**src/rtl/dpot_pkg.sv**
```systemverilog
package dpot_pkg;
  typedef enum logic [3:0] {
    CMD_NOP     = 4'd0,
    CMD_M2W     = 4'd1,
    CMD_W2M     = 4'd2,
    CMD_WRMEM   = 4'd3,
    CMD_SHR1    = 4'd4,
    CMD_SHR2    = 4'd5,
    CMD_DEC1    = 4'd6,
    CMD_DEC2    = 4'd7,
    CMD_RELOAD  = 4'd8,
    CMD_RDMEM   = 4'd9,
    CMD_RDWIP   = 4'd10,
    CMD_WRWIP   = 4'd11,
    CMD_SHL1    = 4'd12,
    CMD_SHL2    = 4'd13,
    CMD_INC1    = 4'd14,
    CMD_INC2    = 4'd15
  } cmd_e;

  typedef enum logic [2:0] {
    OP_HOLD, OP_LOAD, OP_INC, OP_DEC, OP_SHL, OP_SHR
  } wop_e;
endpackage

```
**src/rtl/dpot_spi_shift.sv**
```systemverilog
module dpot_spi_shift #(
  parameter int FRAME_W = 24
) (
  input  logic               clk_i,
  input  logic               rst_ni,
  input  logic               sck_i,
  input  logic               sdi_i,
  input  logic               cs_ni,
  input  logic               load_i,
  input  logic [FRAME_W-1:0] load_word_i,
  output logic [FRAME_W-1:0] frame_o,
  output logic               done_o,
  output logic               full_o,
  output logic               sdo_o
);
  localparam int CW = $clog2(FRAME_W + 2);
  localparam logic [CW-1:0] CNT_MAX = CW'(FRAME_W + 1);

  logic [2:0] sck_s, cs_s;
  logic [1:0] sdi_s;
  logic [CW-1:0] cnt_q;
  logic [FRAME_W-1:0] sh_q;
  logic sck_rise, cs_rise, cs_fall, active;

  always_ff @(posedge clk_i or negedge rst_ni) begin
    if (!rst_ni) begin
      sck_s <= '0;
      cs_s  <= '1;
      sdi_s <= '0;
    end else begin
      sck_s <= {sck_s[1:0], sck_i};
      cs_s  <= {cs_s[1:0], cs_ni};
      sdi_s <= {sdi_s[0], sdi_i};
    end
  end

  assign sck_rise = sck_s[1] & ~sck_s[2];
  assign cs_rise  = cs_s[1] & ~cs_s[2];
  assign cs_fall  = ~cs_s[1] & cs_s[2];
  assign active   = ~cs_s[1];

  // count saturates above the frame length so long frames stay invalid
  always_ff @(posedge clk_i or negedge rst_ni) begin
    if (!rst_ni) cnt_q <= '0;
    else if (cs_fall) cnt_q <= '0;
    else if (active && sck_rise && cnt_q != CNT_MAX) cnt_q <= cnt_q + CW'(1);
  end

  always_ff @(posedge clk_i or negedge rst_ni) begin
    if (!rst_ni) sh_q <= '0;
    else if (load_i) sh_q <= load_word_i;
    else if (active && sck_rise) sh_q <= {sh_q[FRAME_W-2:0], sdi_s[1]};
  end

  assign frame_o = sh_q;
  assign done_o  = cs_rise;
  assign full_o  = (cnt_q == CW'(FRAME_W));
  assign sdo_o   = sh_q[FRAME_W-1];

  AST_IDLE_HOLD: assert property (@(posedge clk_i) disable iff (!rst_ni)
    (cs_s[1] && cs_s[2] && !load_i) |=> $stable(sh_q));
  AST_LOAD_AT_END: assert property (@(posedge clk_i) disable iff (!rst_ni)
    load_i |-> (cs_rise && full_o));
endmodule

```
**src/rtl/dpot_wiper_alu.sv**
```systemverilog
module dpot_wiper_alu import dpot_pkg::*; #(
  parameter int W = 10
) (
  input  wop_e         op_i,
  input  logic [W-1:0] cur_i,
  input  logic [W-1:0] load_i,
  output logic [W-1:0] nxt_o
);
  localparam logic [W-1:0] MAXV = '1;

  always_comb begin
    nxt_o = cur_i;
    case (op_i)
      OP_LOAD: nxt_o = load_i;
      OP_INC:  if (cur_i != MAXV) nxt_o = cur_i + W'(1);
      OP_DEC:  if (cur_i != '0) nxt_o = cur_i - W'(1);
      OP_SHL:  nxt_o = cur_i[W-1] ? MAXV : {cur_i[W-2:0], 1'b0};
      OP_SHR:  nxt_o = {1'b0, cur_i[W-1:1]};
      default: nxt_o = cur_i;
    endcase
  end
endmodule

```
**src/rtl/dpot_nvm.sv**
```systemverilog
module dpot_nvm #(
  parameter int DEPTH = 16,
  parameter int WIDTH = 16,
  parameter int AW    = 4,
  parameter logic [WIDTH-1:0] SLOT_INIT = 16'h0200
) (
  input  logic             clk_i,
  input  logic             rst_ni,
  input  logic             we_i,
  input  logic [AW-1:0]    waddr_i,
  input  logic [WIDTH-1:0] wdata_i,
  input  logic [AW-1:0]    raddr_i,
  output logic [WIDTH-1:0] rdata_o,
  output logic [WIDTH-1:0] slot0_o,
  output logic [WIDTH-1:0] slot1_o
);
  logic [WIDTH-1:0] words [DEPTH];

  for (genvar g = 0; g < DEPTH; g++) begin : g_word
    localparam logic [WIDTH-1:0] RST_V = (g < 2) ? SLOT_INIT : '0;
    logic [WIDTH-1:0] word_q;
    always_ff @(posedge clk_i or negedge rst_ni) begin
      if (!rst_ni) word_q <= RST_V;
      else if (we_i && waddr_i == AW'(g)) word_q <= wdata_i;
    end
    assign words[g] = word_q;
  end

  assign rdata_o = words[raddr_i];
  assign slot0_o = words[0];
  assign slot1_o = words[1];
endmodule

```
**src/rtl/dpot_cmd_ctrl.sv**
```systemverilog
module dpot_cmd_ctrl import dpot_pkg::*; #(
  parameter int WIPER_W     = 10,
  parameter int MEM_DEPTH   = 16,
  parameter int MEM_W       = 16,
  parameter int BUSY_CYCLES = 300,
  parameter logic [WIPER_W-1:0] WIPER_INIT = 10'h200
) (
  input  logic               clk_i,
  input  logic               rst_ni,
  input  logic               sck_i,
  input  logic               sdi_i,
  input  logic               cs_ni,
  input  logic               wp_ni,
  input  logic               pr_ni,
  output logic               sdo_o,
  output logic [WIPER_W-1:0] wiper0_o,
  output logic [WIPER_W-1:0] wiper1_o,
  output logic               ready_o,
  output logic               hipower_o
);
  localparam int FRAME_W = MEM_W + 8;
  localparam int AW      = $clog2(MEM_DEPTH);
  localparam int BUSY_W  = $clog2(BUSY_CYCLES + 1);

  logic [FRAME_W-1:0] frame, load_word;
  logic done, full, load_en;

  dpot_spi_shift #(.FRAME_W(FRAME_W)) u_shift (
    .clk_i, .rst_ni, .sck_i, .sdi_i, .cs_ni,
    .load_i(load_en), .load_word_i(load_word),
    .frame_o(frame), .done_o(done), .full_o(full), .sdo_o
  );

  // pr/wp use the same sync depth as cs so edges line up
  logic [2:0] pr_s;
  logic [1:0] wp_s;
  logic restore_pend, pr_fall, restore;

  always_ff @(posedge clk_i or negedge rst_ni) begin
    if (!rst_ni) begin
      pr_s <= '1;
      wp_s <= '1;
      restore_pend <= 1'b1;
    end else begin
      pr_s <= {pr_s[1:0], pr_ni};
      wp_s <= {wp_s[0], wp_ni};
      restore_pend <= 1'b0;
    end
  end

  assign pr_fall = pr_s[2] & ~pr_s[1];
  assign restore = restore_pend | pr_fall;

  cmd_e cmd;
  logic [3:0] addr_f;
  logic [MEM_W-1:0] data_f;
  logic sel, exec;

  assign cmd    = cmd_e'(frame[FRAME_W-1 -: 4]);
  assign addr_f = frame[FRAME_W-5 -: 4];
  assign data_f = frame[MEM_W-1:0];
  assign sel    = addr_f[0];
  assign exec   = done & full & ready_o;

  logic [1:0][WIPER_W-1:0] wiper_q, wiper_d, ld_val;
  logic [1:0][MEM_W-1:0] slot;
  wop_e op [2];

  always_comb begin
    for (int i = 0; i < 2; i++) begin
      logic hit;
      hit = (sel == i[0]);
      op[i] = OP_HOLD;
      ld_val[i] = slot[i][WIPER_W-1:0];
      if (restore) begin
        op[i] = OP_LOAD;
      end else if (exec) begin
        case (cmd)
          CMD_M2W:    if (hit) op[i] = OP_LOAD;
          CMD_RELOAD: op[i] = OP_LOAD;
          CMD_WRWIP:  if (hit) begin
                        op[i] = OP_LOAD;
                        ld_val[i] = data_f[WIPER_W-1:0];
                      end
          CMD_INC1:   if (hit) op[i] = OP_INC;
          CMD_INC2:   op[i] = OP_INC;
          CMD_DEC1:   if (hit) op[i] = OP_DEC;
          CMD_DEC2:   op[i] = OP_DEC;
          CMD_SHL1:   if (hit) op[i] = OP_SHL;
          CMD_SHL2:   op[i] = OP_SHL;
          CMD_SHR1:   if (hit) op[i] = OP_SHR;
          CMD_SHR2:   op[i] = OP_SHR;
          default:    op[i] = OP_HOLD;
        endcase
      end
    end
  end

  for (genvar g = 0; g < 2; g++) begin : g_wiper
    dpot_wiper_alu #(.W(WIPER_W)) u_alu (
      .op_i(op[g]), .cur_i(wiper_q[g]), .load_i(ld_val[g]), .nxt_o(wiper_d[g])
    );
  end

  always_ff @(posedge clk_i or negedge rst_ni) begin
    if (!rst_ni) wiper_q <= '0;
    else wiper_q <= wiper_d;
  end

  logic mem_we, is_wr;
  logic [AW-1:0] waddr;
  logic [MEM_W-1:0] wdata, rdata, rb_val;

  assign is_wr  = (cmd == CMD_W2M) || (cmd == CMD_WRMEM);
  assign mem_we = exec & is_wr & wp_s[1];
  assign waddr  = (cmd == CMD_W2M) ? AW'(sel) : addr_f[AW-1:0];
  assign wdata  = (cmd == CMD_W2M) ? MEM_W'(wiper_q[sel]) : data_f;

  dpot_nvm #(.DEPTH(MEM_DEPTH), .WIDTH(MEM_W), .AW(AW), .SLOT_INIT(MEM_W'(WIPER_INIT))) u_nvm (
    .clk_i, .rst_ni, .we_i(mem_we), .waddr_i(waddr), .wdata_i(wdata),
    .raddr_i(addr_f[AW-1:0]), .rdata_o(rdata), .slot0_o(slot[0]), .slot1_o(slot[1])
  );

  assign load_en   = exec & ((cmd == CMD_RDMEM) || (cmd == CMD_RDWIP));
  assign rb_val    = (cmd == CMD_RDMEM) ? rdata : MEM_W'(wiper_q[sel]);
  assign load_word = {frame[FRAME_W-1 -: 8], rb_val};

  logic hp_q;
  logic [BUSY_W-1:0] busy_q;

  always_ff @(posedge clk_i or negedge rst_ni) begin
    if (!rst_ni) hp_q <= 1'b0;
    else if (exec && cmd == CMD_M2W) hp_q <= 1'b1;
    else if (exec && cmd == CMD_NOP) hp_q <= 1'b0;
  end

  always_ff @(posedge clk_i or negedge rst_ni) begin
    if (!rst_ni) busy_q <= '0;
    else if (mem_we) busy_q <= BUSY_W'(BUSY_CYCLES);
    else if (busy_q != '0) busy_q <= busy_q - BUSY_W'(1);
  end

  assign ready_o   = (busy_q == '0);
  assign hipower_o = hp_q;
  assign wiper0_o  = wiper_q[0];
  assign wiper1_o  = wiper_q[1];

  AST_WIPER_SRC: assert property (@(posedge clk_i) disable iff (!rst_ni)
    !$stable(wiper_q) |-> ($past(done) || $past(restore)));
  AST_INC_SAT: assert property (@(posedge clk_i) disable iff (!rst_ni)
    (wiper_q[0] == '1 && op[0] == OP_INC) |=> (wiper_q[0] == '1));
  AST_HP_SET: assert property (@(posedge clk_i) disable iff (!rst_ni)
    $rose(hipower_o) |-> $past(done));
  AST_WP_BLOCK: assert property (@(posedge clk_i) disable iff (!rst_ni)
    !wp_s[1] |=> $stable(slot));
  AST_RDY_FALL: assert property (@(posedge clk_i) disable iff (!rst_ni)
    $fell(ready_o) |-> $past(done));
  AST_NO_EXEC_BUSY: assert property (@(posedge clk_i) disable iff (!rst_ni)
    (!ready_o && !restore) |=> $stable(wiper_q));
endmodule

```
**config.mk**
```make
export PLATFORM = sky130hd
export DESIGN_NAME = dpot_cmd_ctrl
export DESIGN_NICKNAME = d
export VERILOG_FILES = /design/src/rtl/dpot_pkg.sv /design/src/rtl/dpot_spi_shift.sv /design/src/rtl/dpot_wiper_alu.sv /design/src/rtl/dpot_nvm.sv /design/src/rtl/dpot_cmd_ctrl.sv
export SDC_FILE = /design/constraint.sdc
export NUM_CORES = 1
export LEC_CHECK = 0
export ABC_AREA = 1
export CAP_MARGIN = 20
export CORE_AREA = 2 2 187 189
export DETAILED_ROUTE_END_ITERATION = 10
export DIE_AREA = 0 0 189 191
export MAX_ROUTING_LAYER = met4
export PLACE_DENSITY = 0.8
export REMOVE_ABC_BUFFERS = 1
export SLEW_MARGIN = 0
export SYNTH_ARGS = -nofsm -noshare
export SYNTH_HDL_FRONTEND = slang
export SYNTH_HIERARCHICAL = 1
export SYNTH_SLANG_ARGS = --single-unit
export TNS_END_PERCENT = 100
```
**constraint.sdc**
```tcl
create_clock -name clk_i -period 2.65 [get_ports clk_i]
set_input_delay 0.3975 -clock clk_i [delete_from_list [all_inputs] [get_ports clk_i]]
set_output_delay 0.3975 -clock clk_i [all_outputs]
set_load 0.05 [all_outputs]
```
==> qor.csv <==
stage,metric,value,unit
pwr,Lkg Pwr,9.91,nW
yosys,Mapped Area,18500,um2
routing,router iterations before antenna repair,9,
clocking,CTS root buf,clkbuf_16,
worst_setup_path,worst path bufs/invs,3,
yosys,Synth top area share,0.430,
timing,crit path time final,2.55,ns
yosys,mux contribution to synthesized area,0,
pwr,Int Power,0.00818,W
worst_setup_path,kind of critical path,reg2out,
pwr,Max IR drop VDD,523,uV
yosys,asr flop ratio synth,1.00,
worst_setup_path,"CP delay by family, top",simple AND/OR/NAND/NOR gates,
worst_setup_path,r2r endpoint,wiper0_o[0],
worst_setup_path,CP max-delay cell,dfrtp_1,
yosys,commonest register cell after synthesis,dfrtp_1,
routing,vias after detailed routing,17856,
yosys,count of state elements after synthesis,329,
worst_setup_path,R2R setup slack,0.12,ns
yosys,Post-Synth Adder-Cell Area,0.00541,
floorplan,Die ar.,36100,um2
worst_setup_path,crit start category,flip-flop,
routing,WL/cell,17.0,um
clocking,Clock Latency Late Sink,0.53,ns
yosys,synth unique cells,40,
worst_setup_path,critical-path cell list,inv_1 > ha_2 > nand2_2 > nor2_4 > nand2_1 > inv_1 > buf_4,
yosys,"top cells by area, synth","dfrtp_1, nand2_1, nand3_1, o21ai_0, inv_1",
worst_hold_path,hold depth,1,
placement,Post-DP Area,19400,um2
routing,routed vias/inst,5.70,
yosys,xor and xnor area share after synthesis,0.000474,
placement,IO Port Bufs,29,
floorplan,DIE WIDTH,189,um
yosys,largest family of logic cells by synthesized area,simple AND/OR/NAND/NOR gates,
pwr,Cell Pwr Density,526,nW/um2
grt,initial antenna violation count,0,
clocking,number of CTS-inserted buffers,35,
pwr,Flop pwr share,0.473,
finish,layout net count,2673,
clocking,# H-tree levels,2,
finish,"most common cell after layout, fill and taps aside",nand2_1,
pwr,Net Switching,0.00277,W
timing,RSZ-0062 raised after global routing,yes,
worst_setup_path,CP arrival,2.16,ns
finish,Sequential Area,8250,um2
worst_hold_path,worst hold start,pr_ni,
worst_hold_path,Hold/Removal Path Class,in2reg,
yosys,Synth Area in Compound Gates,0.0959,
worst_setup_path,Critical Path Fanout Max,11,
floorplan,Die Y,191,um
clocking,CTS Sinks,329,
timing,worst-margin pin slew,0.746,ns
floorplan,core area,34100,um2
worst_setup_path,WP data required,2.25,ns
yosys,cells after synthesis,2658,
worst_setup_path,Crit. End Element,output pin,
yosys,Synth Area in Simple Gates,0.339,
grt,total grt overflow,0,
yosys,syn avg cell area,6.96,um2
yosys,number of synthesized flops with an enable pin,0,
timing,fmax,0.392,GHz
floorplan,Std-Cell Rows,68,
finish,area grow syn2layout,12.6,%
routing,DRT iter0 DRCs,2180,
worst_setup_path,Worst R2R Start,busy_q[0],
pwr,Comb power frac,0.079,
floorplan,Initial Util,0.542,
floorplan,io pins,30,
yosys,Synth Warn #,6,
timing,final setup violation count,0,
routing,DRT Wirelength,53200,um
yosys,post-synthesis sequential area ratio,0.446,
grt,first-pass GRT wire length,86100,um
timing,Hold WS,0.276,ns
grt,Total Routing Usage GR,0.305,
timing,"Hold Violations, Final",0,
placement,DP HPWL,35200,um
clocking,"CTS clk-pin slew, worst paths",0.06,ns
worst_hold_path,Hold Path End,pr_s[0],
pwr,Sw Ratio,0.253,
finish,final instance area,20800,um2
clocking,CTS tree,yes,
timing,skew final,0.0166,ns
timing,Slew Limit Fails,0,
finish,layout cells sized above 1,0.0956,
timing,Rel. slew slack,0.501,
worst_setup_path,"most used cell, CP",inv_1,
routing,Routed Antenna Nets,0,
worst_setup_path,worst r2r path cells,16,
job,Max Cap Viol,0,
pwr,Clk network pwr share,0.448,
clocking,worst-case clock buffer depth,3,
routing,DR DRC count,0,
outcome,outcome,"complete, no violations",
grt,largest net degree at the start of global routing,69,
timing,final worst-path cycle share,0.963,
yosys,Yosys top cell by area,dfrtp_1,
grt,vias in the first global route,16714,
finish,footprint of the multi-input gates,8400,um2
finish,fillers,2976,
placement,Placer Congestion,0.991,
worst_setup_path,CP max stage delay,0.43,ns
finish,# diodes,0,
finish,"commonest cells after routing, fill and taps aside","nand2_1, inv_1, nand3_1",
[cells by family after synthesis]
kind of cell    Yosys count
flops                   329
other cells               1
compound gates          338
simple gates           1456
fa+ha+maj                 8
buf+inv                 525
xor+xnor                  1
[cell type report]
type / instances / share of cell area
repair buffers: 105 / 0.0494
multi-input cells: 1806 / 0.403
well taps: 455 / 0.0273
clock buffers: 46 / 0.0464
inverters: 381 / 0.0695
clock inverters: 12 / 0.00775
flip-flops and latches: 329 / 0.396
[cells in the mapped netlist, types with 5 or more instances]
| cell | number |
|---|---|
| nor2_4 | 5 |
| clkbuf_1 | 60 |
| nand3_2 | 5 |
| nand2_1 | 922 |
| dfrtp_1 | 318 |
| a31oi_1 | 20 |
| nand3_1 | 334 |
| o211ai_1 | 5 |
| buf_2 | 68 |
| nand4_1 | 38 |
| nor2_1 | 109 |
| dfstp_2 | 11 |
| nand3_4 | 5 |
| o21ai_0 | 289 |
| a21oi_1 | 5 |
| buf_1 | 9 |
| nor2_2 | 14 |
| or2_2 | 6 |
| inv_1 | 359 |
| ha_1 | 8 |
| inv_2 | 18 |
| buf_4 | 7 |
[how the worst max path moves through the flow]
stage,start,to,slack (ns),cells after the start
4_1_cts,busy_q[0],u_nvm/g_word[7].word_q[11],0.008,13
6_report,busy_q[0],ready_o,0.1,7
3_3_place_gp,busy_q[0],wiper0_o[9],0.10,13
5_1_grt,u_shift/cnt_q[1],wiper0_o[2],-0.04,18
3_5_place_dp,busy_q[0],u_nvm/g_word[7].word_q[11],0.02,13
2_1_floorplan,u_shift/frame_o[16],u_shift/frame_o[2],-2.77,13
[flip-flops by register name (all words and copies together), names as in the netlist, 5 cells and up]
signal	cells
wiper1_o	10
u_shift/frame_o	24
wiper0_o	10
u_nvm/slot0_o	16
busy_q	9
u_nvm/g_word.word_q	224
u_nvm/slot1_o	16
u_shift/cnt_q	5
[through the flow]
step                      worst slack [ns]  TNS (ns)  instances  utilization  power (W)
final                               0.0971         0       3134        0.610     0.0110
after global routing               -0.0413    -0.162       3134        0.610     0.0113
after CTS                          0.00841         0       3129        0.603     0.0110
after detailed placement            0.0237         0       3070        0.569    0.00608
after global placement               0.105         0       3070        0.569    0.00607
after floorplan                      -2.77   -477.69       2514            -    0.00566
[what timing repair did]
action                                 4_1_cts  5_1_grt
setup endpoints to repair                    0      185
buffers inserted                             0        3
endpoints found under the hold margin       52        0
hold buffers                                 1        0
resized for setup                            0       58
[metal layers]
metal  vias to the layer above  GRT usage  part of all wire
li1                       8343          -                 -
met5                         -          -                 0
met1                      8422      0.416              0.41
met2                       951      0.460              0.45
met3                       140     0.0613              0.11
met4                         0     0.0916             0.025
[power groups by stage]
| stage | Clock (W) | Sequential [W] | Combinational, W |
|---|---|---|---|
| final | 0.00491 | 0.00518 | 0.000861 |
| after CTS | 0.00496 | 0.00518 | 0.000819 |
| after floorplan | 0 | 0.00530 | 0.000356 |
| after global routing | 0.00516 | 0.00519 | 0.000937 |
| after global placement | 0 | 0.00527 | 0.000805 |
| after detailed placement | 0 | 0.00527 | 0.000815 |
(Power assumes the default switching activity.)
